[src/rtl/cascade_counter.sv]
module cascade_counter_stage #(
  parameter int W = 4,
  parameter bit ASYNC_RST = 1'b0
) (
  input  logic         clk,
  input  logic         rst_n,
  input  logic         load_n,
  input  logic [W-1:0] din,
  input  logic         en_par,
  input  logic         en_trk,
  output logic [W-1:0] q,
  output logic         tc
);
  localparam logic [W-1:0] ONE = 1;

  logic [W-1:0] nxt;

  assign nxt = !load_n ? din : (en_par && en_trk) ? q + ONE : q;
  assign tc  = (&q) && en_trk;

  generate
    if (ASYNC_RST) begin : g_async
      always_ff @(posedge clk or negedge rst_n)
        if (!rst_n) q <= '0;
        else        q <= nxt;
    end else begin : g_sync
      always_ff @(posedge clk)
        if (!rst_n) q <= '0;
        else        q <= nxt;
    end
  endgenerate

  p_reset_clears_r2: assert property (@(posedge clk) !rst_n |=> q == '0);
  p_reset_over_load_r8: assert property (@(posedge clk) (!rst_n && !load_n) |=> q == '0);
  p_load_wins_r3: assert property (@(posedge clk) disable iff (!rst_n)
    !load_n |=> q == $past(din));
  p_hold_r4: assert property (@(posedge clk) disable iff (!rst_n)
    (load_n && !(en_par && en_trk)) |=> $stable(q));
  p_count_wrap_r1: assert property (@(posedge clk) disable iff (!rst_n)
    (load_n && en_par && en_trk) |=> q == $past(q) + ONE);
endmodule

module cascade_counter #(
  parameter int STAGES = 2,
  parameter bit ASYNC_RST = 1'b0
) (
  input  logic                  clk,
  input  logic                  rst_n,
  input  logic                  load_n,
  input  logic [4*STAGES-1:0]   din,
  input  logic                  en_par,
  input  logic                  en_trk,
  output logic [4*STAGES-1:0]   q,
  output logic                  carry_out
);
  localparam int N = 4 * STAGES;
  localparam logic [N-1:0] ONE = 1;

  logic [STAGES:0] trk;

  assign trk[0]    = en_trk;
  assign carry_out = trk[STAGES];

  for (genvar i = 0; i < STAGES; i++) begin : g_stage
    cascade_counter_stage #(.W(4), .ASYNC_RST(ASYNC_RST)) u_stage (
      .clk    (clk),
      .rst_n  (rst_n),
      .load_n (load_n),
      .din    (din[4*i +: 4]),
      .en_par (en_par),
      .en_trk (trk[i]),
      .q      (q[4*i +: 4]),
      .tc     (trk[i+1])
    );
  end

  p_chain_step_r6: assert property (@(posedge clk) disable iff (!rst_n)
    (load_n && en_par && en_trk) |=> q == $past(q) + ONE);
  p_chain_ones_r7: assert property (@(posedge clk) disable iff (!rst_n)
    carry_out == ((&q) && en_trk));
endmodule

[config.mk]
export PLATFORM = sky130hd
export DESIGN_NAME = cascade_counter
export DESIGN_NICKNAME = d
export VERILOG_FILES = /design/src/rtl/cascade_counter.sv
export SDC_FILE = /design/constraint.sdc
export NUM_CORES = 1
export LEC_CHECK = 0
export CORE_UTILIZATION = 33
export CTS_BUF_LIST = sky130_fd_sc_hd__clkbuf_16
export CTS_CLUSTER_SIZE = 20
export DETAILED_ROUTE_END_ITERATION = 8
export PLACE_DENSITY = 0.71
export SYNTH_ARGS = -nofsm -noshare
export SYNTH_HDL_FRONTEND = slang
export SYNTH_SLANG_ARGS = --single-unit
[constraint.sdc]
create_clock -name clk -period 1.6 [get_ports clk]
set_clock_uncertainty 0.15 [all_clocks]
set_input_delay 0.32 -clock clk [delete_from_list [all_inputs] [get_ports clk]]
set_output_delay 0.32 -clock clk [all_outputs]
set_load 0.01 [all_outputs]
# [After elaboration in Yosys (flattened, before gate mapping)]
# Index checks and enable logic that the tools add are counted.
[word_totals] word_cells=16 out_inout_bits=9 regBits=8 input_bits=13
[op_classes] n_reduce_logical=6 n_mux=4 eq_ne=2 add_sub_neg=2
[ops] op="two-way mux 4 bit" count=4
[ops] op="adder 4 x 1 -> 4 bit (second input constant)" count=2
[ops] op="AND reduction 4 bit" count=2
[ops] op="logical AND 1 bit" count=4
[ops] op="!= test 2 x 1 -> 1 bit (second input constant)" count=2

# [Logic depth before layout (Yosys ltp)]
# Gate-level depths: netlist (run 1).
[depth] depth_word=5 ltp_mapped=4 mapped_depth_nobuf=4

# [Modules after synthesis]
# From an unflattened synthesis (run 1), not the netlist that was laid out.
[unflattened] cells_unflattened=52 hier_area_um2=407.9
[modules_own_cells] module="cascade_counter_stage" area_per_inst_um2=203.9 seq_area_each_um2=80.1 cells_per_inst=26 instances=2

# [Worst setup path before layout (run 1)]
# OpenSTA, ideal clock, no wires.
[synth_timing] path_type="register to register" startpoint="register g_stage[0].u_stage.q[0]" endpoint="register g_stage[1].u_stage.q[3]" arrival_ns=1.396 required_ns=1.376 slack_ns=-0.020 setup_time_ns=0.074 period_less_slack_ns=1.620 stages_incl_launch_ff=5 path_buffers=0 path_cell_list="dfxtp_1 > ha_1 > nand3_4 > or4_1 > a31oi_1"
[synth_via] elab_chain_len=4
[synth_rtl] item="start: declaration" line_no="11" text="output logic [W-1:0] q,"
[synth_rtl] item="start signal: assignment" line_no="29" text="else q <= nxt;"
[synth_rtl] item="AND reduction 4 bit" line_no="19" text="assign tc = (&q) && en_trk;"
[synth_rtl] item="logical AND 1 bit" line_no="19"
[synth_rtl] item="logical AND 1 bit" line_no="18" text="assign nxt = !load_n ? din : (en_par && en_trk) ? q + ONE : q;"
[synth_rtl] item="!= test 2 x 1 -> 1 bit (no line)"
[synth_rtl] item="end signal: assignment" line_no="29"
[synth_rtl] item="end: declaration" line_no="11"
# Every way passes these cells.
# A chain may end at the register's enable or synchronous reset.

# [Final worst setup path (run 1)]
# Ends and elaborated chain as after synthesis.

==> flow_metrics.tcl, run 1 <==
set metrics [dict create \
    ys_types 20 \
    yosysWarnings 0 \
    chipWidth_um 38.0 \
    synth_most_common_cell "o21ai_0" \
    place_area_um2 768 \
    setup.worst_path.end_class "register" \
    final_area_um2 867 \
    avgSynthCellArea_um2 8.39 \
    nNetsFinal 108 \
    worstSetupPathType "register to register" \
    fmax_ghz 0.636 \
    cts_tree "done" \
    cp.arrival_ns 1.58 \
    syn_nets 66 \
    dr.pass1.iters 4 \
    worst_pin_slew_ns 0.249 \
    row_count 12 \
    synth_ff_type "dfxtp_1" \
    n_antenna_cell 0 \
    grt_max_degree 11 \
    cts_made_buffers 3 \
    die_area_um2 1440 \
    root_buffer "clkbuf_16" \
    crit_slowest_cell "or4_1" \
    relSlewSlack 0.834 \
    setup_viol 0 \
    clock_sinks 8 \
    power_density_nw_per_um2 924 \
    rsz0062_at_grt "yes" \
    wl_mm 1.49 \
    port_buffers 21 \
    synth_top_area_frac 0.374 \
    synthCells 51 \
    antenna_found_initial 0 \
    cts.path.max_buffers 2 \
    top_register "g_stage.u_stage.q" \
    netlist_top_cells_area "dfxtp_1 (37%), o21ai_0 (12%), nand3_1 (7.0%)" \
    worst_hold_slack_ns 0.465 \
    status "complete, no violations" \
    largest_reg_flops 8 \
    cp_cell_sequence "ha_4 -> nand3_4 -> buf_6 -> or4_1 -> a31oi_1" \
    h-tree-depth 1 \
    ys_ff_latch 8 \
    setup_tns_ns 0 \
    cp.required_ns 1.61 \
    vdd_drop_max_mv 0.627 \
    drv_slew 0 \
    synth_edf_count 0 \
    fin_crit_sh 0.983 \
    gp_congestion 0.808 \
    path_max_fanout 8 \
    cts.clk_slew.worst_paths_ns 0.04 \
    drive_gt1_frac 0.330 \
    ant_nets 0 \
    hp-class "register to register" \
    seq_area_frac_synth 0.374 \
    viasPerCell 5.64 \
    dp_hpwl_mm 1.01 \
    grt_pass1_wl_mm 2.36 \
    clk_latency_ns 0.23 \
    initial_core_util 0.370 \
    maxCapViolCount 0 \
    fin_cells 105 \
    syn2layout_area_growth_pct 103 \
    vias 592 \
    die_y_um 38.0 \
    io_pins 22 \
    p_leak_nw 0.366 \
    critPathMaxStageDelay_ns 0.50 \
    final.min_clock_period_ns 1.57 \
    grt_overflow 0 \
    synth_area_um2 428 \
    wl_per_cell_um 14.2 \
    placed_cells 100 \
    top_regs "g_stage.u_stage.q (8)" \
    finalHoldViolations 0 \
    drtIter0Drc 26 \
    cts_hold_buffers 0 \
    cp.buffers_inverters 1 \
    cp-start-kind "register" \
    grt_pass1_vias 516 \
    crit_family "simple AND/OR/NAND/NOR gates" \
    drc_errors 0 \
    synthTopCellsByCount "o21ai_0 (10), dfxtp_1 (8), nand3_1 (6)" \
    core_um2 1160 \
    synth_area_leader_cell "dfxtp_1" \
    grt.total_usage 0.246 \
    async_reset_ff_frac 0 \
]
==> layout by cell type, fill, tap and decap left out, drive strengths merged <==
cell type	n
clkdlybuf4s50	11
a31oi	4
nand3	7
buf	18
nand4	1
xor2	2
o21ai	10
or4	1
ha	2
o31ai	1
a311oi	1
or3	3
o21a	1
a211oi	1
nor2	3
nand2	2
dfxtp	8
inv	1
dlygate4sd2	9
a21oi	2
clkbuf	3
==> what timing repair did <==
| item | in CTS | in global routing |
|---|---|---|
| pin swaps | 1 | 4 |
| setup endpoints to repair | 12 | 2 |
| cloned | 0 | 0 |
| gates resized for setup | 17 | 4 |
| setup buffers | 0 | 2 |
==> logic make-up after synthesis <==
| kind of cell | synth area share |
|---|---|
| compound gates | 0.272 |
| xor+xnor | 0.0409 |
| fa+ha+maj | 0.0585 |
| buf+inv | 0.0175 |
| flops | 0.374 |
| simple gates | 0.237 |
==> stage by stage <==
stage	utilization	total power [W]	setup WS (ns)
2_1_floorplan	-	0.000275	0.00510
3_3_place_gp	0.665	0.000377	-0.415
3_5_place_dp	0.665	0.000381	-0.414
4_1_cts	0.738	0.000799	-0.0614
5_1_grt	0.750	0.000827	-0.0111
6_report	0.750	0.000801	0.0278
==> final timing paths <==
| path | start | to | slack, ns | cells after the start |
|---|---|---|---|---|
| max | g_stage[0].u_stage.q[0] | g_stage[1].u_stage.q[3] | 0.03 | 5 |
| max reg2reg | g_stage[0].u_stage.q[0] | g_stage[1].u_stage.q[3] | 0.03 | 5 |
| min | g_stage[1].u_stage.q[1] | g_stage[1].u_stage.q[1] | 0.46 | 3 |
| min reg2reg | g_stage[1].u_stage.q[1] | g_stage[1].u_stage.q[1] | 0.46 | 3 |
==> where the power goes <==
group / total (W) / leakage [nW] / switching (W) / internal (W)
Combinational: 0.000149 / 0.261 / 0.0000623 / 0.0000869
Clock: 0.000421 / 0.0370 / 0.0000988 / 0.000322
Sequential: 0.000231 / 0.0680 / 0.0000132 / 0.000217
==> tightest hold or removal path, cell delays in order, from the launching register on <==
cell and delay (ns):
dfxtp_2 0.32, buf_4 0.13, o21ai_0 0.06, a21oi_1 0.06
==> layout make-up <==
type	count	area, um2
fillers	85	289
clock buffers	3	75.1
inverters	1	3.75
multi-input cells	41	275
flip-flops and latches	8	166
repair buffers	38	329
well taps	14	17.5
==> per-layer routing <==
metal,share of wire,vias to the layer above,wire [um],GRT usage
met2,0.48,34,717,0.422
met1,0.44,274,657,0.281
met5,0,-,0,0
met3,0.060,6,89,0.0523
li1,-,278,-,-
met4,0.017,0,26,0.134
(Power assumes the default switching activity.)
==> inputs of run 2 (changes only) <==
==> config.mk (replaced) <==
export PLATFORM = sky130hd
export DESIGN_NAME = cascade_counter
export DESIGN_NICKNAME = d
export VERILOG_FILES = /design/src/rtl/cascade_counter.sv
export SDC_FILE = /design/constraint.sdc
export NUM_CORES = 1
export LEC_CHECK = 0
export CORE_AREA = 2 2 39 41
export CTS_BUF_LIST = sky130_fd_sc_hd__clkbuf_4
export CTS_CLUSTER_SIZE = 20
export DETAILED_ROUTE_END_ITERATION = 8
export DIE_AREA = 0 0 41 43
export PLACE_DENSITY = 0.75
export SETUP_SLACK_MARGIN = 0.2
export SYNTH_ARGS = -nofsm -noshare
export SYNTH_HDL_FRONTEND = slang
export SYNTH_SLANG_ARGS = --single-unit
==> flow_metrics.tcl, run 2 (synthesis results as in run 1) <==
set metrics [dict create \
    status "complete, no violations" \
    cts_hold_buffers 0 \
    clock_sinks 8 \
    maxCapViolCount 0 \
    rsz0062_at_grt "yes" \
    worst_hold_slack_ns 0.371 \
    initial_core_util 0.309 \
    grt_pass1_vias 489 \
    io_pins 22 \
    fmax_ghz 0.658 \
    mostFrequentLayoutCells "buf_4 (13), o21ai_0 (10), clkdlybuf4s50_1 (10)" \
    ant_nets 0 \
    power_density_nw_per_um2 687 \
    gp_congestion 0.739 \
    grt_max_degree 17 \
    grt_overflow 0 \
    worstSetupPathType "register to output pin" \
    setup.worst_path.end_class "output pin" \
    cp.arrival_ns 1.05 \
    final_area_um2 831 \
    worstHoldStart "g_stage[1].u_stage.q[3]" \
    nNetsFinal 108 \
    dr.pass1.iters 4 \
    cts_tree "done" \
    fin_crit_sh 0.950 \
    final.min_clock_period_ns 1.52 \
    chipWidth_um 41 \
    m1WireLength_um 611 \
    top_regs "g_stage.u_stage.q (8)" \
    wl_met2_um 667 \
    h-tree-depth 1 \
    routed-wl-met3_um 70 \
    die_y_um 43 \
    setup_viol 0 \
    relSlewSlack 0.829 \
    port_buffers 21 \
    cp.required_ns 1.13 \
    grt_pass1_wl_mm 1.94 \
    vias 549 \
    root_buffer "clkbuf_4" \
    r2r_slack_ns 0.16 \
    row_count 14 \
    final_common_cell "buf_4" \
    place_area_um2 785 \
    wl_mm 1.39 \
    cts_made_buffers 3 \
    finalHoldViolations 0 \
    grt.total_usage 0.167 \
    multiInputGateArea_um2 285 \
    top_register "g_stage.u_stage.q" \
    fillers 135 \
    drc_errors 0 \
    path_max_fanout 2 \
    syn2layout_area_growth_pct 94.2 \
    die_area_um2 1760 \
    setup_tns_ns 0 \
    drv_slew 0 \
    cts.clk_slew.worst_paths_ns 0.06 \
    worst_pin_slew_ns 0.255 \
    dp_hpwl_um 952 \
    n_antenna_cell 0 \
    clk_latency_ns 0.26 \
    wl_per_cell_um 12.9 \
    antenna_found_initial 0 \
    vdd_drop_max_mv 0.417 \
    drive_gt1_frac 0.435 \
    viasPerCell 5.08 \
    cts.path.max_buffers 2 \
    cp-start-kind "register" \
    fin_cells 108 \
    placed_cells 100 \
    reg2reg_from "g_stage[0].u_stage.q[1]" \
    core_um2 1380 \
    p_leak_nw 0.341 \
    drtIter0Drc 15 \
    largest_reg_flops 8 \
    hp-class "register to register" \
    regArea_um2 174 \
    top_layer_used "met4" \
    crit_path_start "g_stage[1].u_stage.q[1]" \
]
==> run 2: changes by cell type in the layout (fill, tap and decap cells not counted) <==
cell / change
clkdlybuf4s50_1: -1
ha_4: +1
buf_2: +7
ha_2: -1
dlygate4sd2_1: -6
dfxtp_1: -2
clkbuf_4: +4
buf_6: +1
dfxtp_4: +2
clkbuf_16: -3
buf_4: -2
buf_12: +1
==> run 2: worst paths after layout <==
kind                            depth (start not counted)                 endpoint
worst max register to register                          5  g_stage[1].u_stage.q[3]
worst min-delay path                                    2  g_stage[1].u_stage.q[3]
worst max-delay path                                    4                carry_out
worst min register to register                          2  g_stage[1].u_stage.q[3]
==> run 2: area by class of cell <==
cell class / instances / share of cell area
Timing Repair Buffer: 38 / 0.383
Inverter: 1 / 0.00452
Tap cell: 16 / 0.0241
Sequential cell: 8 / 0.209
Multi-Input combinational cell: 41 / 0.343
Clock buffer: 4 / 0.0361
==> run 2: power by group <==
group	leakage (nW)	switching, W	total, W	internal [W]
combinational	0.254	0.0000603	0.000147	0.0000870
sequential	0.0692	0.0000147	0.000230	0.000216
clock	0.0184	0.0000799	0.000193	0.000113
==> run 2: through the flow <==
stage          utilization  setup WS [ns]  power [W]
6_report             0.600         0.0796   0.000571
5_1_grt              0.600         0.0463   0.000605
4_1_cts              0.588         0.0297   0.000578
3_5_place_dp         0.567         -0.390   0.000381
3_3_place_gp         0.567         -0.368   0.000379
2_1_floorplan            -          0.226   0.000277
==> run 2: routing by layer <==
layer,GRT usage,vias to the layer above
met1,0.197,246
met4,0.140,0
met5,0,-
li1,-,282
met3,0.0157,5
met2,0.253,16
==> run 2: repair_timing <==
item | 4_1_cts | 5_1_grt
buffers inserted | 3 | 1
endpoints found under the setup margin | 15 | 5
resized for setup | 44 | 1
pin swaps | 6 | 5
==> run 2: critical path: stages, from the launching register on <==
cell and delay, ns:
dfxtp_2 0.35, ha_4 0.13, nand4_1 0.07, nor2_1 0.10
buf_2 0.13
